[config.mk]
export PLATFORM = sky130hd
export DESIGN_NAME = hit_time_digitizer
export DESIGN_NICKNAME = d
export VERILOG_FILES = /design/src/rtl/htd_pkg.sv /design/src/rtl/htd_control.sv /design/src/rtl/htd_datapath.sv /design/src/rtl/hit_time_digitizer.sv
export SDC_FILE = /design/constraint.sdc
export NUM_CORES = 1
export LEC_CHECK = 0
export BUFFER_PORTS_ARGS = -buffer_cell sky130_fd_sc_hd__buf_4
export CAP_MARGIN = 20
export CORE_ASPECT_RATIO = 1.25
export CORE_UTILIZATION = 45
export DETAILED_ROUTE_END_ITERATION = 12
export PLACE_DENSITY = 0.63
export SYNTH_ARGS = -nofsm -noshare
export SYNTH_HDL_FRONTEND = slang
export SYNTH_SLANG_ARGS = --single-unit
[constraint.sdc]
create_clock -name clk -period 4.8 [get_ports clk]
set_input_delay 0.96 -clock clk [delete_from_list [all_inputs] [get_ports clk]]
set_output_delay 0.96 -clock clk [all_outputs]
set_load 0.02 [all_outputs]
[src/rtl/htd_pkg.sv]
package htd_pkg;

  typedef enum logic [2:0] {
    ST_IDLE,
    ST_CHARGE,
    ST_SETTLE,
    ST_DISCH,
    ST_DONE
  } htdState_e;

  // strobes from control to datapath
  typedef struct packed {
    logic latchCoarse;
    logic latchStart;
    logic latchEnd;
    logic emitResult;
    logic emitError;
  } htdStrobes_t;

endpackage

[src/rtl/htd_control.sv]
module htd_control
  import htd_pkg::*;
#(
  parameter int TIMEOUT = 256
) (
  input  logic        clk,
  input  logic        rstN,
  input  logic        hitStrobe,
  input  logic        dischDone,
  output htdStrobes_t strobes,
  output logic        chargeEn,
  output logic        holdEn,
  output logic        dischargeEn,
  output logic        busy
);

  localparam int CNT_W = $clog2(TIMEOUT);
  localparam logic [CNT_W-1:0] LAST_CNT = CNT_W'(TIMEOUT - 1);

  htdState_e state, nextState;
  logic [CNT_W-1:0] dischCnt;

  always_comb begin
    nextState = state;
    strobes   = '0;
    unique case (state)
      ST_IDLE: begin
        if (hitStrobe) begin
          strobes.latchCoarse = 1'b1;
          nextState = ST_CHARGE;
        end
      end
      ST_CHARGE: nextState = ST_SETTLE;
      ST_SETTLE: begin
        strobes.latchStart = 1'b1;
        nextState = ST_DISCH;
      end
      ST_DISCH: begin
        if (dischDone) begin
          strobes.latchEnd = 1'b1;
          nextState = ST_DONE;
        end else if (dischCnt == LAST_CNT) begin
          strobes.emitError = 1'b1;
          nextState = ST_IDLE;
        end
      end
      ST_DONE: begin
        strobes.emitResult = 1'b1;
        nextState = ST_IDLE;
      end
      default: nextState = ST_IDLE;
    endcase
  end

  always_ff @(posedge clk) begin
    if (!rstN) begin
      state    <= ST_IDLE;
      dischCnt <= '0;
    end else begin
      state <= nextState;
      if (state == ST_DISCH) dischCnt <= dischCnt + 1'b1;
      else                   dischCnt <= '0;
    end
  end

  assign chargeEn    = (state == ST_CHARGE);
  assign holdEn      = (state == ST_SETTLE);
  assign dischargeEn = (state == ST_DISCH);
  assign busy        = (state != ST_IDLE);

endmodule

[src/rtl/htd_datapath.sv]
module htd_datapath
  import htd_pkg::*;
#(
  parameter int TS_W   = 12,
  parameter int FINE_W = 8
) (
  input  logic                     clk,
  input  logic                     rstN,
  input  logic [TS_W-1:0]          timeStamp,
  input  htdStrobes_t              strobes,
  output logic                     outValid,
  output logic [TS_W+FINE_W-1:0]   outWord
);

  localparam int WORD_W = TS_W + FINE_W;

  logic [TS_W-1:0]   coarseReg, startReg, endReg;
  logic [TS_W-1:0]   stretched;
  logic [FINE_W-1:0] phase;
  logic              mismatch;
  logic [TS_W-1:0]   coarseFixed;

  always_ff @(posedge clk) begin
    if (!rstN) begin
      coarseReg <= '0;
      startReg  <= '0;
      endReg    <= '0;
    end else begin
      if (strobes.latchCoarse) coarseReg <= timeStamp;
      if (strobes.latchStart)  startReg  <= timeStamp;
      if (strobes.latchEnd)    endReg    <= timeStamp;
    end
  end

  // discharge length in master cycles, turned into hit phase
  assign stretched   = endReg - startReg;
  assign phase       = FINE_W'(0) - stretched[FINE_W-1:0];
  assign mismatch    = coarseReg[0] ^ phase[FINE_W-1];
  assign coarseFixed = !mismatch          ? coarseReg :
                       phase[FINE_W-2]    ? coarseReg - TS_W'(1) :
                                            coarseReg + TS_W'(1);

  always_ff @(posedge clk) begin
    if (!rstN) begin
      outValid <= 1'b0;
      outWord  <= '0;
    end else begin
      outValid <= strobes.emitResult | strobes.emitError;
      if (strobes.emitResult)
        outWord <= {1'b0, coarseFixed, phase[FINE_W-2:0]};
      else if (strobes.emitError)
        outWord <= {1'b1, coarseReg, {(FINE_W-1){1'b0}}};
    end
  end

  logic unusedWidth;
  assign unusedWidth = (WORD_W == 0);

endmodule

[src/rtl/hit_time_digitizer.sv]
module hit_time_digitizer
  import htd_pkg::*;
#(
  parameter int TS_W    = 12,
  parameter int FINE_W  = 8,
  parameter int TIMEOUT = 256
) (
  input  logic                   clk,
  input  logic                   rstN,
  input  logic [TS_W-1:0]        timeStamp,
  input  logic                   hitStrobe,
  input  logic                   dischDone,
  output logic                   chargeEn,
  output logic                   holdEn,
  output logic                   dischargeEn,
  output logic                   busy,
  output logic                   outValid,
  output logic [TS_W+FINE_W-1:0] outWord
);

  htdStrobes_t strobes;

  htd_control #(.TIMEOUT(TIMEOUT)) ctrl (
    .clk(clk), .rstN(rstN), .hitStrobe(hitStrobe), .dischDone(dischDone),
    .strobes(strobes), .chargeEn(chargeEn), .holdEn(holdEn),
    .dischargeEn(dischargeEn), .busy(busy)
  );

  htd_datapath #(.TS_W(TS_W), .FINE_W(FINE_W)) dp (
    .clk(clk), .rstN(rstN), .timeStamp(timeStamp), .strobes(strobes),
    .outValid(outValid), .outWord(outWord)
  );

endmodule

# Word level (Yosys, flattened, before mapping)
# Cells that the tools add are included.
# word_totals
regBits,60
inputBits,16
out_inout_bits,25
# classes
n_bitwise,3
eq_ne,7
reduce_logical,6
add_sub_neg,5
n_mux,17
# op_table
op,count
19-bit 2-to-1 mux,2
12-bit 2-to-1 mux,2
12-bit by 1-bit adder with 12-bit output (second input constant),1
3-bit case mux with 4 select lines,1
12-bit by 1-bit subtractor with 12-bit output (second input constant),1
1-bit 2-to-1 mux,9
3-bit 2-to-1 mux,3
8-bit by 1-bit adder with 8-bit output (second input constant),1
8-bit == test (second input constant),1
1-bit by 8-bit subtractor with 8-bit output (first input constant),1
8-bit subtractor,1
3-bit by 2-bit == test with 1-bit output (second input constant),2
2-bit AND reduction,2
3-bit by 1-bit == test with 1-bit output (second input constant),1
3-bit == test (second input constant),1
3-bit logical NOT,1
3-bit by 2-bit != test with 1-bit output (second input constant),1
3-bit nonzero test,1
2-bit != test (second input constant),1
2-bit nonzero test,1
2-bit OR reduction,1
1-bit NOT,1
1-bit OR,1
1-bit XOR,1

# Logic depth before layout (Yosys ltp)
# Gate-level depths: netlist (run 1).
# logic_depth
word_depth,6
mapped_depth,14
depth_no_buf,14

# Cells and area by module
# Synthesis (run 1) repeated with hierarchy kept, for this count alone.
# unflattened
hier_cells,364
area_unflattened_um2,3345.7
# modules_own_cells
module,area_per_inst_um2,instances,cells_per_inst
htd_datapath,2827.7,1,304
htd_control,518.0,1,60

# Worst setup path after synthesis (run 1)
# No wires, ideal clock.
# synth_timing
path_kind,reg2reg
start,reg dp.startReg[0]
end,reg dp.outWord[18]
setup_ns,0.091
stages_incl_launch_ff,15
period_less_slack_ns,3.655
arrival_time_ns,3.564
setup_slack_ns,1.145
cell_sequence,dfxtp_1 -> inv_1 -> ha_1 -> fa_1 -> nand2b_1 -> a21o_1 -> a211oi_1 -> inv_1 -> ha_1 -> a2111o_1 -> a21oi_2 -> o32ai_1 -> xor2_1 -> or3_1 -> a311oi_1
# synth_between
elab_chain_cells,5
elab_cells_between_ends,6
classes_between,add/sub: 2; mux: 3; bitwise: 1
# synth_rtl
element,line,source
"start, declared",htd_datapath.sv:17,"logic [TS_W-1:0] coarseReg, startReg, endReg;"
"start signal, assigned",htd_datapath.sv:30,if (strobes.latchStart) startReg <= timeStamp;
8-bit subtractor (*),htd_datapath.sv:36,assign stretched = endReg - startReg;
1-bit by 8-bit subtractor with 8-bit output (*),htd_datapath.sv:37,assign phase = FINE_W'(0) - stretched[FINE_W-1:0];
12-bit 2-to-1 mux or 1-bit XOR (tied branches),"htd_datapath.sv:40, htd_datapath.sv:38",
12-bit 2-to-1 mux (*),htd_datapath.sv:39,assign coarseFixed = !mismatch ? coarseReg :
19-bit 2-to-1 mux (*),htd_datapath.sv:49,if (strobes.emitResult)
"end signal, assigned",htd_datapath.sv:50,"outWord <= {1'b0, coarseFixed, phase[FINE_W-2:0]};"
"end signal, assigned",htd_datapath.sv:52,"outWord <= {1'b1, coarseReg, {(FINE_W-1){1'b0}}};"
"end, declared",htd_datapath.sv:12,output logic [TS_W+FINE_W-1:0] outWord
# Every way passes the cells marked *; elsewhere a longest branch is shown, timed or not.
# A chain may end at the register's enable or synchronous reset.

# Worst setup path after layout (run 1)
# Ends and elaborated chain as after synthesis.

==> results of run 1 <==
-- layout by cell type (no fill, tap or decap), drive strengths merged, types with 2 or more instances in the layout --
cell type / count
nor2: 36
a21o: 8
dfxtp: 60
fa: 2
o211ai: 3
clkinvlp: 2
clkbuf: 11
nor3b: 2
a22oi: 5
inv: 18
nand4: 4
bufinv: 2
a211oi: 4
xnor2: 9
a2111oi: 2
nand2: 62
a21oi: 38
nand3: 10
nor2b: 2
nor3: 5
and2: 6
mux2: 2
buf: 43
a31oi: 3
or3: 2
ha: 19
a311oi: 2
o21ai: 12
nand2b: 3
and3: 3
mux2i: 10
xor2: 12
o21a: 4
-- power breakdown --
part | internal [mW] | switching [mW]
clock network | 0.290 | 0.203
logic | 0.136 | 0.184
registers | 0.514 | 0.0159
-- worst paths after layout --
check | endpoint | slack [ps] | cells after the start
max | dp.outWord[18] | 860 | 15
min | dp.outWord[0] | 450 | 2
max reg2reg | dp.outWord[18] | 860 | 15
min reg2reg | dp.outWord[0] | 450 | 2
-- state kept, by name, summed over array words and instances (netlist names) --
name,flops
dp.endReg,8
dp.coarseReg,12
dp.outWord,20
ctrl.dischCnt,8
ctrl.state,3
dp.startReg,8
dp.outValid,1
-- routing by layer --
layer / vias up / GRT usage / routed length (µm)
li1: 1405 / - / -
met1: 1294 / 0.259 / 3380
met2: 41 / 0.384 / 3730
met3: 10 / 0.0389 / 215
met4: 0 / 0.0802 / 100
met5: - / 0 / 0
-- worst max-delay path, cell delays in order, from the launching register on --
cell,delay (ps)
dfxtp_1,310
inv_1,50
ha_1,200
fa_1,400
nand2b_1,200
a2111oi_2,300
a211oi_1,80
buf_4,150
inv_1,300
ha_1,380
a2111o_1,440
a21oi_2,150
o32ai_1,150
xor2_1,170
or3_1,320
a311oi_1,240
-- kinds of logic (layout without fill, tap and decap cells) --
family,Yosys count,in the layout,synth area share
and+or+nand+nor,142,142,0.204
DFF,60,60,0.377
buffers and inverters,29,76,0.0381
AOI/OAI and AO/OA,92,92,0.189
adders and majority gates,21,21,0.0872
xor gates and xnor gates,21,21,0.0624
muxes,12,12,0.0424
-- area by class of cell --
| class | count | area share |
|---|---|---|
| Clock inverter | 4 | 0.0199 |
| Tap cell | 87 | 0.0288 |
| Clock buffer | 11 | 0.0348 |
| Timing Repair Buffer | 43 | 0.0855 |
| Inverter | 18 | 0.0179 |
| Multi-Input combinational cell | 288 | 0.495 |
| Sequential cell | 60 | 0.318 |
-- through the flow --
stage / setup slack (ps) / hold WS, ps
CTS: 856 / 460
floorplan: 1140 / 426
global route: 617 / 479
detailed placement: 870 / 445
finish: 863 / 455
global placement: 979 / 435
==> results.sh, run 1 <==
export IMPL_fmaxAchievable_mhz=254
export IMPL_fillers=670
export IMPL_cts_htree_levels=3
export IMPL_end_kind="register"
export IMPL_ant_nets=0
export IMPL_synthFlopType="dfxtp_1"
export IMPL_gr_total_overflow=0
export IMPL_clk_latency_ps=330
export IMPL_power_mw=1.34
export IMPL_dieWidth_um=77.3
export IMPL_critical_path_class="reg -> reg"
export IMPL_clockRootBuffer="clkbuf_8"
export IMPL_place_hpwl_um=5590
export IMPL_cts_tree="done"
export IMPL_hp_start="dp.outWord[0]"
export IMPL_ys_types=58
export IMPL_grt_first_pass_wirelength_um=12500
export IMPL_final_cell_area_mm2=0.00378
export IMPL_clock_path_buffers=2
export IMPL_grt_pass1_vias=2670
export IMPL_tns_ps=0
export IMPL_hold_buffers=0
export IMPL_syn_cell_area_mm2=0.00319
export IMPL_port_buffers=40
export IMPL_yosysMostFrequentCell="nand2_1"
export IMPL_row_count=33
export IMPL_regArea_mm2=0.00120
export IMPL_drc=0
export IMPL_hp_class="reg -> reg"
export IMPL_drv_slew=0
export IMPL_gp_congestion=0.872
export IMPL_diodes=0
export IMPL_syn2layout_area_growth_pct=18.5
export IMPL_placed_area_mm2=0.00357
export IMPL_dieArea_mm2=0.00742
export IMPL_slew_headroom=0.478
export IMPL_num_vias=2750
export IMPL_ios=41
export IMPL_ir_worst_vdd_v=0.000188
export IMPL_required_ps=5040
export IMPL_stdcell_count=511
export IMPL_finClkSkew_ps=9.84
export IMPL_die_h_um=96.1
export IMPL_finalWirelength_um=7420
export IMPL_synth_edf_count=0
export IMPL_synth_cells=377
export IMPL_arrival_ps=4180
export IMPL_placed_cells=496
export IMPL_drive_above_1_share=0.158
export IMPL_ys_ff_latch=60
export IMPL_clkSinkCount=60
export IMPL_hold_viol=0
export IMPL_grt_antenna_before_repair=0
export IMPL_async_flop_share=0
export IMPL_min_period_ps=3940
export IMPL_nets=457
export IMPL_tightest_slew_ps=783
export IMPL_cap_violations=0
export IMPL_dr_pass1_iters=4
export IMPL_cp_start_kind="register"
export IMPL_synth_commonest_cells="nand2_1 (62), dfxtp_1 (60), a21oi_1 (37), nor2_1 (36), ha_1 (19)"
export IMPL_final_util=0.565
export IMPL_grt_max_degree=39
export IMPL_min_period_over_period=0.820
export IMPL_mappedNetlistNets=414
export IMPL_cts_buffers=9
export IMPL_grt_usage=0.216
export IMPL_core_area_mm2=0.00669
export IMPL_setup_viol=0
export IMPL_synthDominantCellAreaShare=0.377
export IMPL_critPathLaunch="dp.startReg[0]"
export IMPL_viasPerCell=5.38
export IMPL_cp_max_fo=12
export IMPL_status="finished clean"
export IMPL_ys_seq_area_frac=0.377
export IMPL_yosys_warnings=0
export IMPL_leakage_nw=1.60
export IMPL_drt_wirelength_per_cell_um=14.5
export IMPL_initial_core_util=0.476
export IMPL_drt_iter0_drc=104
export IMPL_multi_input_area_mm2=0.00187
export IMPL_rr_startpoint="dp.startReg[0]"
export IMPL_cts_setup_buffers=0
export IMPL_path_clk_slew_ps=70
export IMPL_yosysTopAreaCell="dfxtp_1"
export IMPL_synth_area_top_cells="dfxtp_1 (38%), ha_1 (7.5%), nand2_1 (7.3%), a21oi_1 (5.8%), nor2_1 (4.2%)"
export IMPL_syn_avg_cell_area_um2=8.45
export IMPL_grt_setup_unrepaired="no"
export IMPL_post_cts_resized=0
export IMPL_power_density_mw_per_mm2=355
Note: power is estimated with default switching activity, not from simulation.
==> run 2: changes to the inputs <==
--- a/config.mk
+++ b/config.mk
@@ -5,12 +5,13 @@
 export SDC_FILE = /design/constraint.sdc
 export NUM_CORES = 1
 export LEC_CHECK = 0
+export ABC_AREA = 1
 export BUFFER_PORTS_ARGS = -buffer_cell sky130_fd_sc_hd__buf_4
 export CAP_MARGIN = 20
 export CORE_ASPECT_RATIO = 1.25
 export CORE_UTILIZATION = 45
 export DETAILED_ROUTE_END_ITERATION = 12
-export PLACE_DENSITY = 0.63
+export PLACE_DENSITY = 0.62
 export SYNTH_ARGS = -nofsm -noshare
 export SYNTH_HDL_FRONTEND = slang
 export SYNTH_SLANG_ARGS = --single-unit
==> constraint.sdc (replaced) <==
create_clock -name clk -period 3.64 [get_ports clk]
set_input_delay 0.728 -clock clk [delete_from_list [all_inputs] [get_ports clk]]
set_output_delay 0.728 -clock clk [all_outputs]
set_load 0.02 [all_outputs]
==> run 2 against run 1 <==
Compared with the run above:
- highest routed layer unchanged
- critical path type unchanged
- die area is 6.1% higher
- sequential power is 37% higher
- largest cell class unchanged
- critical endpoint is now dp.outWord[15]
- register-to-register slack worse by 320 ps
- non-clock buffer count is 2 lower
- sequential share of layout area is 1.7 points lower
- first-iteration DRC count is 8.7% higher
- synthesized cell count is 23% higher
==> results.sh, run 2 <==
export IMPL_status="finished clean"
export IMPL_final_cell_area_mm2=0.00399
export IMPL_mappedNetlistNets=501
export IMPL_grt_first_pass_wirelength_um=13800
export IMPL_synthFlopType="dfxtp_1"
export IMPL_final_common_cell="nand2_1"
export IMPL_synth_edf_count=0
export IMPL_clkSinkCount=60
export IMPL_finalWirelength_um=8050
export IMPL_drt_wirelength_per_cell_um=13.4
export IMPL_final_util=0.545
export IMPL_port_buffers=40
export IMPL_reg_top3="dp.outWord (20), dp.coarseReg (12)"
export IMPL_hp_class="reg -> reg"
export IMPL_hold_viol=0
export IMPL_syn_avg_cell_area_um2=7.30
export IMPL_yosysMostFrequentCell="nand2_1"
export IMPL_pre_cts_slack_ps=325
export IMPL_yosysTopAreaCell="dfxtp_1"
export IMPL_num_vias=3030
export IMPL_mostFrequentLayoutCells="nand2_1 (89), dfxtp_1 (60), inv_1 (58)"
export IMPL_grt_setup_unrepaired="no"
export IMPL_gr_total_overflow=0
export IMPL_setup_ws_ps=544
export IMPL_grt_usage=0.229
export IMPL_ys_seq_area_frac=0.355
export IMPL_synth_area_top_cells="dfxtp_1 (35%), nand2_1 (10%), ha_1 (7.0%), nand3_1 (6.6%), inv_1 (6.4%)"
export IMPL_synthDominantCellAreaShare=0.355
export IMPL_grt_pass1_vias=3050
export IMPL_min_period_over_period=0.851
export IMPL_slew_headroom=0.412
export IMPL_clk_latency_ps=350
export IMPL_initial_core_util=0.463
export IMPL_clockRootBuffer="clkbuf_8"
export IMPL_max_stage_delay_ps=430
export IMPL_cpMaxStageDelayCell="ha_1"
export IMPL_drc=0
export IMPL_power_density_mw_per_mm2=556
export IMPL_nets=541
export IMPL_die_h_um=99.0
export IMPL_diodes=0
export IMPL_drv_slew=0
export IMPL_ys_types=41
export IMPL_place_hpwl_um=6010
export IMPL_syn_cell_area_mm2=0.00339
export IMPL_cts_htree_levels=3
export IMPL_synth_cells=464
export IMPL_required_ps=3880
export IMPL_cap_violations=0
export IMPL_leakage_nw=1.87
export IMPL_drive_above_1_share=0.187
export IMPL_tightest_slew_ps=880
export IMPL_finClkSkew_ps=10.7
export IMPL_placed_cells=585
export IMPL_core_area_mm2=0.00731
export IMPL_setup_viol=0
export IMPL_syn2layout_area_growth_pct=17.7
export IMPL_ios=41
export IMPL_tns_ps=0
export IMPL_ir_worst_vdd_v=0.000276
export IMPL_cp_max_fo=13
export IMPL_path_clk_slew_ps=70
export IMPL_dieWidth_um=79.6
export IMPL_dieArea_mm2=0.00788
export IMPL_dr_pass1_iters=4
export IMPL_grt_max_degree=45
export IMPL_drt_iter0_drc=113
export IMPL_critical_path_class="reg -> reg"
export IMPL_synth_commonest_cells="nand2_1 (90), dfxtp_1 (60), inv_1 (58), nand3_1 (45)"
export IMPL_cts_buffers=9
export IMPL_placed_area_mm2=0.00375
export IMPL_arrival_ps=3330
export IMPL_largest_reg_flops=20
export IMPL_largest_register="dp.outWord"
export IMPL_ys_ff_latch=60
export IMPL_path_cells="inv_1 -> ha_1 -> fa_1 -> inv_1 -> nand2_1 -> nand2_1 -> nand3_1 -> nand3_1 -> nand2_2 -> ha_1 -> nand2_1 -> nand2_1 -> nand2_1 -> nand2_1 -> a21oi_1 -> nor2_1 -> nor2_1 -> xor2_1 -> nand2_1 -> nand3_1 -> nand2_1"
export IMPL_async_flop_share=0
export IMPL_cp_start_kind="register"
export IMPL_clock_path_buffers=2
export IMPL_cpMostUsedCell="nand2_1"
export IMPL_yosys_warnings=0
export IMPL_row_count=35
export IMPL_viasPerCell=5.05
export IMPL_end_kind="register"
export IMPL_fmaxAchievable_mhz=323
export IMPL_stdcell_count=600
export IMPL_cts_tree="done"
export IMPL_gp_congestion=0.849
export IMPL_min_period_ps=3100
export IMPL_ant_nets=0
export IMPL_grt_antenna_before_repair=0
-- run 2: cell count changes after synthesis, moves of 7 or more --
cell     delta
inv_1      +40
nand3_1    +35
nand2_1    +28
o21ai_0    +20
mux2i_1     -9
nand2_2     +9
a21o_1      -7
nand3_2     +7
-- run 2: cell type report --
class / count / area (µm²)
Inverter: 64 / 243
Clock buffer: 10 / 138
Tap cell: 92 / 115
Multi-Input combinational cell: 328 / 1880
Timing Repair Buffer: 41 / 308
Clock inverter: 5 / 100
Sequential cell: 60 / 1200
Fill cell: 741 / 3330
-- run 2: where the power goes --
part	internal [mW]	total, mW	switching (mW)
Combinational	0.269	0.756	0.487
Sequential	0.693	0.726	0.0330
Clock	0.467	0.735	0.268
-- run 2: final timing paths --
path | slack, ps | end | startpoint | cells after the start
worst max-delay path | 540 | dp.outWord[15] | dp.startReg[0] | 21
worst min-delay path | 450 | ctrl.dischCnt[0] | ctrl.dischCnt[0] | 1
worst max register to register | 540 | dp.outWord[15] | dp.startReg[0] | 21
worst min register to register | 450 | ctrl.dischCnt[0] | ctrl.dischCnt[0] | 1
-- run 2: logic make-up (layout without fill, tap and decap cells) --
group                      count (synthesis)  in the layout  synth area share
xor gates and xnor gates                  10             10            0.0281
DFF                                       60             60             0.355
AOI/OAI and AO/OA                         93             93             0.154
adders and majority gates                 21             21            0.0820
buffers and inverters                     76            120            0.0905
and+or+nand+nor                          204            204             0.291
-- run 2: layer usage --
| layer | up-vias | share of wire | global-route usage |
|---|---|---|---|
| met4 | 0 | 0.029 | 0.106 |
| met2 | 36 | 0.51 | 0.407 |
| li1 | 1592 | - | - |
| met3 | 17 | 0.025 | 0.0500 |
| met5 | - | 0 | 0 |
| met1 | 1385 | 0.44 | 0.253 |
-- run 2: worst max-delay path: cells and delay by family (launching register included) --
kind | cells | cell delay (ps)
adders and majority gates | 3 | 990
AOI/OAI and AO/OA | 1 | 190
and+or+nand+nor | 14 | 1190
DFF | 1 | 320
buffers and inverters | 2 | 160
xor gates and xnor gates | 1 | 150
-- run 2: timing repair --
action / in CTS / in global routing
gates resized for setup: 0 / 1
buffers inserted: 0 / 0
setup endpoints to repair: 0 / 3
hold buffers: 0 / 0
-- run 2: per-stage QoR --
step                total power, mW  hold WS [ps]
finish                         2.22           451
global route                   2.37           458
CTS                            2.24           449
detailed placement             1.50           439
global placement               1.49           431
floorplan                      1.32           418
